===== config.mk =====
export PLATFORM = sky130hd
export DESIGN_NAME = temp_alarm
export DESIGN_NICKNAME = d
export VERILOG_FILES = /design/src/rtl/temp_alarm_pkg.sv /design/src/rtl/temp_alarm_regs.sv /design/src/rtl/temp_alarm_cmp.sv /design/src/rtl/temp_alarm_event.sv /design/src/rtl/temp_alarm.sv
export SDC_FILE = /design/constraint.sdc
export NUM_CORES = 1
export LEC_CHECK = 0
export BUFFER_PORTS_ARGS = -buffer_cell sky130_fd_sc_hd__buf_4
export CORE_MARGIN = 5
export CORE_UTILIZATION = 63
export CTS_BUF_LIST = sky130_fd_sc_hd__clkbuf_4 sky130_fd_sc_hd__clkbuf_8
export CTS_CLUSTER_DIAMETER = 150
export DETAILED_ROUTE_END_ITERATION = 16
export HOLD_SLACK_MARGIN = 0.08
export PLACE_DENSITY_LB_ADDON = 0.2
export SETUP_SLACK_MARGIN = 0.1
export SLEW_MARGIN = 40
export SYNTH_ARGS = -nofsm -noshare
export SYNTH_HDL_FRONTEND = slang
export SYNTH_SLANG_ARGS = --single-unit

===== constraint.sdc =====
create_clock -name clk_i -period 3.7 [get_ports clk_i]
set_input_delay 0.555 -clock clk_i [delete_from_list [all_inputs] [get_ports clk_i]]
set_output_delay 0.555 -clock clk_i [all_outputs]
set_load 0.005 [all_outputs]

===== src/rtl/temp_alarm_pkg.sv =====
package temp_alarm_pkg;
  typedef enum logic [1:0] {
    MODE_INT   = 2'd0,
    MODE_CMP   = 2'd1,
    MODE_CRIT  = 2'd2,
    MODE_CRIT2 = 2'd3
  } mode_e;

  localparam int NUM_COND  = 3;
  localparam int COND_HI   = 0;
  localparam int COND_LO   = 1;
  localparam int COND_CRIT = 2;

  localparam logic [1:0] ADDR_CTRL  = 2'd0;
  localparam logic [1:0] ADDR_UPPER = 2'd1;
  localparam logic [1:0] ADDR_LOWER = 2'd2;
  localparam logic [1:0] ADDR_CRIT  = 2'd3;

  typedef struct packed {
    mode_e      mode;
    logic       en;
    logic [1:0] hyst_sel;
  } ctrl_t;
endpackage


===== src/rtl/temp_alarm_regs.sv =====
module temp_alarm_regs
  import temp_alarm_pkg::*;
#(
  parameter int TEMP_W    = 13,
  parameter int HYST_UNIT = 24,
  parameter int RST_UPPER = 1360,
  parameter int RST_LOWER = 0,
  parameter int RST_CRIT  = 1520
) (
  input  logic                              clk_i,
  input  logic                              rst_ni,
  input  logic                              wr_en_i,
  input  logic [1:0]                        wr_addr_i,
  input  logic [TEMP_W-1:0]                 wr_data_i,
  output ctrl_t                             ctrl_o,
  output logic [NUM_COND-1:0][TEMP_W-1:0]   lim_o,
  output logic [TEMP_W-1:0]                 hyst_o,
  output logic                              clr_o
);
  ctrl_t             ctrl_q;
  logic [TEMP_W-1:0] upper_q, lower_q, crit_q;
  logic              unused_hi;

  assign unused_hi = ^wr_data_i[TEMP_W-1:6];

  always_ff @(posedge clk_i or negedge rst_ni) begin
    if (!rst_ni) begin
      ctrl_q  <= '{mode: MODE_INT, en: 1'b0, hyst_sel: 2'd0};
      upper_q <= TEMP_W'(RST_UPPER);
      lower_q <= TEMP_W'(RST_LOWER);
      crit_q  <= TEMP_W'(RST_CRIT);
    end else if (wr_en_i) begin
      unique case (wr_addr_i)
        ADDR_CTRL: begin
          ctrl_q.mode     <= mode_e'(wr_data_i[1:0]);
          ctrl_q.en       <= wr_data_i[2];
          ctrl_q.hyst_sel <= wr_data_i[4:3];
        end
        ADDR_UPPER: upper_q <= wr_data_i;
        ADDR_LOWER: lower_q <= wr_data_i;
        default:    crit_q  <= wr_data_i;
      endcase
    end
  end

  always_comb begin
    unique case (ctrl_q.hyst_sel)
      2'd0:    hyst_o = '0;
      2'd1:    hyst_o = TEMP_W'(HYST_UNIT);
      2'd2:    hyst_o = TEMP_W'(2 * HYST_UNIT);
      default: hyst_o = TEMP_W'(4 * HYST_UNIT);
    endcase
  end

  assign ctrl_o             = ctrl_q;
  assign lim_o[COND_HI]     = upper_q;
  assign lim_o[COND_LO]     = lower_q;
  assign lim_o[COND_CRIT]   = crit_q;
  assign clr_o              = wr_en_i && (wr_addr_i == ADDR_CTRL) && wr_data_i[5];

  AST_LIMITS_HOLD: assert property (@(posedge clk_i) disable iff (!rst_ni)
    !wr_en_i |=> $stable(upper_q) && $stable(lower_q) && $stable(crit_q));
endmodule


===== src/rtl/temp_alarm_cmp.sv =====
module temp_alarm_cmp
  import temp_alarm_pkg::*;
#(
  parameter int TEMP_W = 13
) (
  input  logic                            clk_i,
  input  logic                            rst_ni,
  input  logic [TEMP_W-1:0]               temp_i,
  input  logic                            valid_i,
  input  logic [NUM_COND-1:0][TEMP_W-1:0] lim_i,
  input  logic [TEMP_W-1:0]               hyst_i,
  output logic [NUM_COND-1:0]             flag_o,
  output logic [NUM_COND-1:0]             rise_o
);
  localparam int EXT_W = TEMP_W + 2;

  logic [NUM_COND-1:0]    flag_q;
  logic signed [EXT_W-1:0] t_x, h_x;

  assign t_x = {{2{temp_i[TEMP_W-1]}}, temp_i};
  assign h_x = {2'b00, hyst_i};

  for (genvar i = 0; i < NUM_COND; i++) begin : g_cond
    logic signed [EXT_W-1:0] l_x;
    logic                    set_c, hold_c, nxt;
    assign l_x = {{2{lim_i[i][TEMP_W-1]}}, lim_i[i]};
    if (i == COND_LO) begin : g_below
      assign set_c  = t_x < l_x;
      assign hold_c = t_x <= (l_x + h_x);
    end else begin : g_above
      assign set_c  = t_x > l_x;
      assign hold_c = t_x >= (l_x - h_x);
    end
    assign nxt       = flag_q[i] ? hold_c : set_c;
    assign rise_o[i] = valid_i && nxt && !flag_q[i];

    always_ff @(posedge clk_i or negedge rst_ni) begin
      if (!rst_ni)      flag_q[i] <= 1'b0;
      else if (valid_i) flag_q[i] <= nxt;
    end
  end

  assign flag_o = flag_q;

  AST_FLAGS_NEED_SAMPLE: assert property (@(posedge clk_i) disable iff (!rst_ni)
    !valid_i |=> $stable(flag_q));
  AST_HI_SET_CAUSE: assert property (@(posedge clk_i) disable iff (!rst_ni)
    $rose(flag_q[COND_HI]) |-> $signed($past(temp_i)) > $signed($past(lim_i[COND_HI])));
  AST_LO_SET_CAUSE: assert property (@(posedge clk_i) disable iff (!rst_ni)
    $rose(flag_q[COND_LO]) |-> $signed($past(temp_i)) < $signed($past(lim_i[COND_LO])));
endmodule


===== src/rtl/temp_alarm_event.sv =====
module temp_alarm_event
  import temp_alarm_pkg::*;
(
  input  logic                clk_i,
  input  logic                rst_ni,
  input  ctrl_t               ctrl_i,
  input  logic                clr_i,
  input  logic [NUM_COND-1:0] flag_i,
  input  logic [NUM_COND-1:0] rise_i,
  output logic                alarm_no
);
  logic latch_q, int_mode, crit, win, active;

  assign int_mode = ctrl_i.en && (ctrl_i.mode == MODE_INT);
  assign crit     = flag_i[COND_CRIT];
  assign win      = flag_i[COND_HI] | flag_i[COND_LO];

  always_ff @(posedge clk_i or negedge rst_ni) begin
    if (!rst_ni)                latch_q <= 1'b0;
    else if (!int_mode)         latch_q <= 1'b0;
    else if (|rise_i)           latch_q <= 1'b1;
    else if (clr_i && !crit)    latch_q <= 1'b0;
  end

  always_comb begin
    unique case (ctrl_i.mode)
      MODE_INT: active = latch_q | crit;
      MODE_CMP: active = win | crit;
      default:  active = crit;
    endcase
  end

  assign alarm_no = !(ctrl_i.en && active);

  AST_CLR_BLOCKED_CRIT: assert property (@(posedge clk_i) disable iff (!rst_ni)
    (int_mode && clr_i && crit && latch_q) |=> latch_q);
  AST_CMP_QUIET: assert property (@(posedge clk_i) disable iff (!rst_ni)
    (ctrl_i.en && ctrl_i.mode == MODE_CMP && flag_i == '0) |-> alarm_no);
  AST_CRIT_DRIVES: assert property (@(posedge clk_i) disable iff (!rst_ni)
    (ctrl_i.en && crit) |-> !alarm_no);
endmodule


===== src/rtl/temp_alarm.sv =====
module temp_alarm
  import temp_alarm_pkg::*;
#(
  parameter int TEMP_W    = 13,
  parameter int HYST_UNIT = 24
) (
  input  logic              clk_i,
  input  logic              rst_ni,
  input  logic [TEMP_W-1:0] temp_i,
  input  logic              temp_valid_i,
  input  logic              wr_en_i,
  input  logic [1:0]        wr_addr_i,
  input  logic [TEMP_W-1:0] wr_data_i,
  output logic              alarm_no,
  output logic [2:0]        status_o
);
  ctrl_t                           ctrl;
  logic [NUM_COND-1:0][TEMP_W-1:0] lim;
  logic [TEMP_W-1:0]               hyst;
  logic                            clr;
  logic [NUM_COND-1:0]             flag, rise;

  temp_alarm_regs #(.TEMP_W(TEMP_W), .HYST_UNIT(HYST_UNIT)) u_regs (
    .clk_i, .rst_ni, .wr_en_i, .wr_addr_i, .wr_data_i,
    .ctrl_o(ctrl), .lim_o(lim), .hyst_o(hyst), .clr_o(clr)
  );

  temp_alarm_cmp #(.TEMP_W(TEMP_W)) u_cmp (
    .clk_i, .rst_ni, .temp_i, .valid_i(temp_valid_i),
    .lim_i(lim), .hyst_i(hyst), .flag_o(flag), .rise_o(rise)
  );

  temp_alarm_event u_event (
    .clk_i, .rst_ni, .ctrl_i(ctrl), .clr_i(clr),
    .flag_i(flag), .rise_i(rise), .alarm_no
  );

  assign status_o = flag;

  AST_DISABLED_QUIET: assert property (@(posedge clk_i) disable iff (!rst_ni)
    $past(!ctrl.en) && !ctrl.en |-> alarm_no);
endmodule


; After elaboration in Yosys (flattened, before gate mapping)
; Index checks and enable logic that the tools add are counted.
[totals]
regBits = 48
out_inout_bits = 4
elab_cells = 61
inputBits = 32
[classes]
n_reduce_logical = 24
bitwise = 4
mux = 8
magnitude_cmp = 6
addsub = 3
eq_ne = 6
[op_table]
columns = op, n
row1 = 13-bit by 14-bit greater-or-equal comparator with 1-bit output, 2
row2 = 13-bit by 8-bit subtractor with 14-bit output, 2
row3 = 13-bit > comparator, 2
row4 = 7-bit one-hot mux with 3 select lines, 1
row5 = 13-bit by 8-bit adder with 14-bit output, 1
row6 = 13-bit by 14-bit less-or-equal comparator with 1-bit output, 1
row7 = 13-bit less-than comparator, 1
row8 = 1-bit logical AND, 11
row9 = 2-bit AND reduction, 4
row10 = "2-bit by 1-bit == test with 1-bit output, second input constant", 3
row11 = 2-bit zero test, 3
row12 = 1-bit 2-to-1 mux, 6
row13 = 3-bit OR reduction, 2
row14 = "2-bit == test, second input constant", 2
row15 = 1-bit zero test, 4
row16 = "3-bit inequality test, second input constant", 1
row17 = 1-bit bitwise OR, 3
row18 = 1-bit one-hot mux with 2 select lines, 1
row19 = 1-bit NOT, 1

; Longest topological paths before layout
[depth]
depth_word = 10
depth_mapped = 17
ltp_nobuf = 17

; Cells and area by module
; Synthesis repeated with hierarchy kept, for this count alone.
[unflattened]
hier_cells = 654
hier_area_um2 = 5851.9
[by_module_without_submodules]
columns = mod, cells_each, area_per_inst_um2, seq_area_each_um2, instances
row1 = temp_alarm_cmp, 533, 3982.6, 75.1, 1
row2 = temp_alarm_regs, 113, 1794.2, 1113.6, 1
row3 = temp_alarm_event, 8, 75.1, 25.0, 1

; Worst setup path after synthesis
; No wires, ideal clock.
[synth_timing]
path_kind = flip-flop to flip-flop
startpoint = register u_regs.ctrl_q, in the netlist u_regs.ctrl_o[1]
endpoint = register u_cmp.flag_q[2] (netlist: u_cmp.flag_o[2])
setup_slack_ns = 0.258
setup_time_ns = 0.076
arrival_ns = 3.365
path_stages_with_launch = 17
period_less_slack_ns = 3.442
t_required_ns = 3.624
n_path_buf = 0
cell_sequence = dfrtp_1 > inv_1 > ha_1 > ha_1 > inv_1 > fa_1 > a21boi_0 > o21ai_1 > a211o_1 > nor4_4 > a21oi_1 > ha_1 > nand4_1 > o41ai_1 > nor2_1 > mux2_2 > o21ai_1
[synth_via]
elab_chain_len = 5
elab_cells_between_ends = 7
cone_classes = 1 x add/sub / 1 x order compare / 2 x eq/ne / 2 x mux / 1 x reduce/logical
[synth_rtl]
columns = element, line_no
row1 = start: declaration, temp_alarm_regs.sv:20  ; ctrl_t ctrl_q;
row2 = start signal: assignment, temp_alarm_regs.sv:28  ; ctrl_q <= '{mode: MODE_INT, en: 1'b0, hyst_sel: 2'd0};
row3 = 2-bit == test (tied with other cells), temp_alarm_regs.sv:47  ; unique case (ctrl_q.hyst_sel)
row4 = 7-bit one-hot mux with 3 select lines (*), temp_alarm_regs.sv:47
row5 = 13-bit by 8-bit subtractor with 14-bit output (*), temp_alarm_cmp.sv:32  ; assign hold_c = t_x >= (l_x - h_x);
row6 = 13-bit by 14-bit greater-or-equal comparator with 1-bit output (*), temp_alarm_cmp.sv:32
row7 = 1-bit 2-to-1 mux (*), temp_alarm_cmp.sv:34  ; assign nxt = flag_q[i] ? hold_c : set_c;
row8 = end signal: indexed assignment, temp_alarm_cmp.sv:39  ; else if (valid_i) flag_q[i] <= nxt;
row9 = end: declaration, temp_alarm_cmp.sv:17  ; logic [NUM_COND-1:0] flag_q;
; Mark *: on every way between the ends. The rest lies on a longest branch, timed or not.
; A chain may end at the register's enable or synchronous reset.

; Final worst setup path
; Ends and elaborated chain as after synthesis.

==> results.sh <==
export IMPL_status="finished with violations"
export IMPL_violations="setup timing"
export IMPL_cts_sinks=48
export IMPL_power_internal_uw=1610
export IMPL_post_route_drc_count=0
export IMPL_synthArstFlopShare=1.00
export IMPL_cts_buffer_depth=2
export IMPL_power_leakage_uw=0.00249
export IMPL_rsz0062_at_grt="yes"
export IMPL_coreArea_sq_mm=0.00687
export IMPL_power_switching_uw=1100
export IMPL_power_frac_clock=0.174
export IMPL_final_hold_viol_count=0
export IMPL_crit_required_ns=3.94
export IMPL_drive_gt1_frac=0.269
export IMPL_synth_area_leader_cell="ha_1"
export IMPL_syn_area_sq_mm=0.00450
export IMPL_routed_wl_mm=12.1
export IMPL_ctsHoldBuffers=0
export IMPL_max_freq_mhz=267
export IMPL_reg2reg_depth=16
export IMPL_row_count=30
export IMPL_grt_pass1_wl_mm=19.5
export IMPL_startpoint_type="flop"
export IMPL_insertion_delay_ns=0.31
export IMPL_synth_top_area_frac=0.234
export IMPL_cap_violations=0
export IMPL_ff2ff_setup_slack_ns=-0.04
export IMPL_vias=3840
export IMPL_syn_instance_count=468
export IMPL_gp_congestion=1.02
export IMPL_fin_tns_setup_ns=-0.0442
export IMPL_die_x_microns=94.5
export IMPL_vdd_ir_drop_max_mv=0.421
export IMPL_drtAntennaViolNets=0
export IMPL_critPathCaptureType="flop"
export IMPL_clk_pin_slew_ns=0.10
export IMPL_place_area_sq_mm=0.00492
export IMPL_dp_final_hpwl_mm=9.38
export IMPL_pwr_share_seq=0.288
export IMPL_h_tree_depth=2
export IMPL_setup_viol=1
export IMPL_numCtsBuffers=5
export IMPL_die_y_microns=94.5
export IMPL_synthTopCellsByArea="ha_1 23%, dfrtp_1 21%, mux2_2 11%, dfstp_2 5.8%, xnor2_1 5.1%"
export IMPL_antenna_found_initial=0
export IMPL_fin_crit_sh=1.01
export IMPL_synth_most_common_cell="ha_1"
export IMPL_reg2reg_to="u_cmp.flag_o[2]"
export IMPL_yosysSeqAreaShare=0.270
export IMPL_vias_per_cell=6.22
export IMPL_drt_pass1_iterations=4
export IMPL_nNetsFinal=639
export IMPL_crit_type="flop to flop"
export IMPL_clockRootBuffer="clkbuf_8"
export IMPL_pre_cts_ws_ns=-0.0434
export IMPL_io_buffers=35
export IMPL_worstMarginPinSlew_ns=0.696
export IMPL_drv_slew=0
export IMPL_arrival_ns=3.99
export IMPL_synth_seq_cells=48
export IMPL_final_area_sq_mm=0.00524
export IMPL_syn_nets=587
export IMPL_initial_core_util=0.654
export IMPL_area_delta_synth_final_pct=16.5
export IMPL_swShare=0.407
export IMPL_r2r_start="u_regs.ctrl_o[1]"
export IMPL_synthFlopType="dfrtp_1"
export IMPL_yosys_cell_types_count=53
export IMPL_overflow=0
export IMPL_grt_use_total=0.284
export IMPL_synth_edff_count=0
export IMPL_grt_max_degree=49
export IMPL_ios=36
export IMPL_antenna_cells=0
export IMPL_synth_common_cells="84 x ha_1, 50 x inv_1, 43 x mux2_2"
export IMPL_cp_max_fo=4
export IMPL_synth_avg_cell_area_sq_um=9.61
export IMPL_wire_per_inst_microns=19.6
export IMPL_yosysWarnings=0
export IMPL_powerDensity_mw_per_mm2=519
export IMPL_die_area_sq_mm=0.00893
export IMPL_p_comb_frac=0.538
export IMPL_grt_pass1_vias=4005
export IMPL_hold_path_class="input pin to async pin"
export IMPL_skew_ns=0.0136
export IMPL_drt_iter0_markers=249
export IMPL_period_needed_ns=3.74
export IMPL_worst_slack_ns=-0.0442
export IMPL_cts_tree="done"
export IMPL_slew_headroom=0.534
-- placed cells by master, fill, tap and decap left out, types with 3 or more instances in the layout --
master	Yosys	final
buf_4	1	47
nand2b_1	3	3
fa_2	0	3
ha_4	0	4
a211o_1	4	4
o21ai_0	14	12
nor2b_1	5	5
and4_1	3	3
a211oi_1	6	6
nand2_1	24	23
a21o_1	15	15
nor2_1	23	23
nand3_1	12	11
clkbuf_8	0	6
dfrtp_1	38	36
inv_1	50	47
inv_2	1	4
a21oi_1	33	31
a31oi_1	3	3
o21ai_1	5	6
nand4_1	16	16
ha_1	84	79
dfstp_2	10	10
xnor2_1	26	26
nor3b_1	3	3
mux2_2	43	43
-- worst max path at each step --
| stage | from | end | cells after the start |
|---|---|---|---|
| final | u_regs.ctrl_o[1] | u_cmp.flag_o[2] | 16 |
| after global routing | u_regs.ctrl_o[1] | u_cmp.flag_o[2] | 16 |
| after CTS | u_regs.ctrl_o[1] | u_cmp.flag_o[2] | 16 |
| after detailed placement | u_regs.ctrl_o[1] | u_cmp.flag_o[2] | 16 |
| after global placement | u_regs.ctrl_o[0] | u_cmp.flag_o[0] | 15 |
| after floorplan | u_regs.ctrl_o[1] | u_cmp.flag_o[2] | 16 |
-- metal layers --
layer	up-vias	wire length [microns]	GRT usage
met1	1867	5200	0.370
met3	40	710	0.0422
met5	-	0	0
met4	0	513	0.131
li1	1797	-	-
met2	136	5700	0.464
-- sequential cells by signal, summed over array words and instances, names as in the netlist --
signal,count
u_regs.crit_q,13
u_event.latch_q,1
u_regs.upper_q,13
u_regs.ctrl_o,5
u_regs.lower_q,13
u_cmp.flag_o,3
-- power groups by stage --
| stage | logic [uW] | clock network [uW] | registers [uW] |
|---|---|---|---|
| 2_1_floorplan | 946 | 0 | 741 |
| 3_3_place_gp | 1280 | 0 | 775 |
| 3_5_place_dp | 1340 | 0 | 782 |
| 4_1_cts | 1370 | 475 | 773 |
| 5_1_grt | 1620 | 500 | 795 |
| 6_report | 1460 | 474 | 781 |
-- critical path, stage by stage (launching register included) --
cell and delay [ns]:
dfrtp_2 0.46, inv_2 0.10, ha_4 0.14, ha_4 0.13, inv_2 0.04, fa_2 0.40
a21boi_1 0.16, o21ai_1 0.11, a211o_1 0.35, nor4_4 0.27, a21oi_1 0.11, ha_1 0.32
nand4_1 0.18, o41ai_2 0.43, nor2_1 0.08, mux2_2 0.27, o21ai_1 0.12
-- repair_timing --
action | in CTS | in global routing
gates cloned | 0 | 0
setup endpoints to repair | 3 | 3
setup buffers | 1 | 5
pin swaps | 2 | 19
resized for setup | 6 | 22
-- logic make-up (layout without fill, tap and decap cells) --
family          Yosys count  count (layout)  synth area share
fa+ha+maj                87              87             0.247
mux                      45              45             0.112
xor+xnor                 27              27            0.0526
flops                    48              48             0.270
simple gates            107             107             0.130
buf+inv                  55             108            0.0468
compound gates           99              99             0.142
-- layout make-up --
class	count	area (sq um)
Clock buffer	6	76.3
Tap cell	96	120
Clock inverter	2	60.1
Fill cell	482	1630
Inverter	51	191
Sequential cell	48	1220
Timing Repair Buffer	49	378
Multi-Input combinational cell	365	3190
-- metrics by stage --
step                      power [uW]  hold WS, ns  utilization  cells
after floorplan                 1690        0.259            -    468
after global placement          2050        0.489        0.714    601
after detailed placement        2120        0.493        0.716    602
after CTS                       2620        0.285        0.743    611
after global routing            2910        0.301        0.762    617
final                           2720        0.251        0.762    617
No activity file was read; power rests on OpenSTA's default activity.
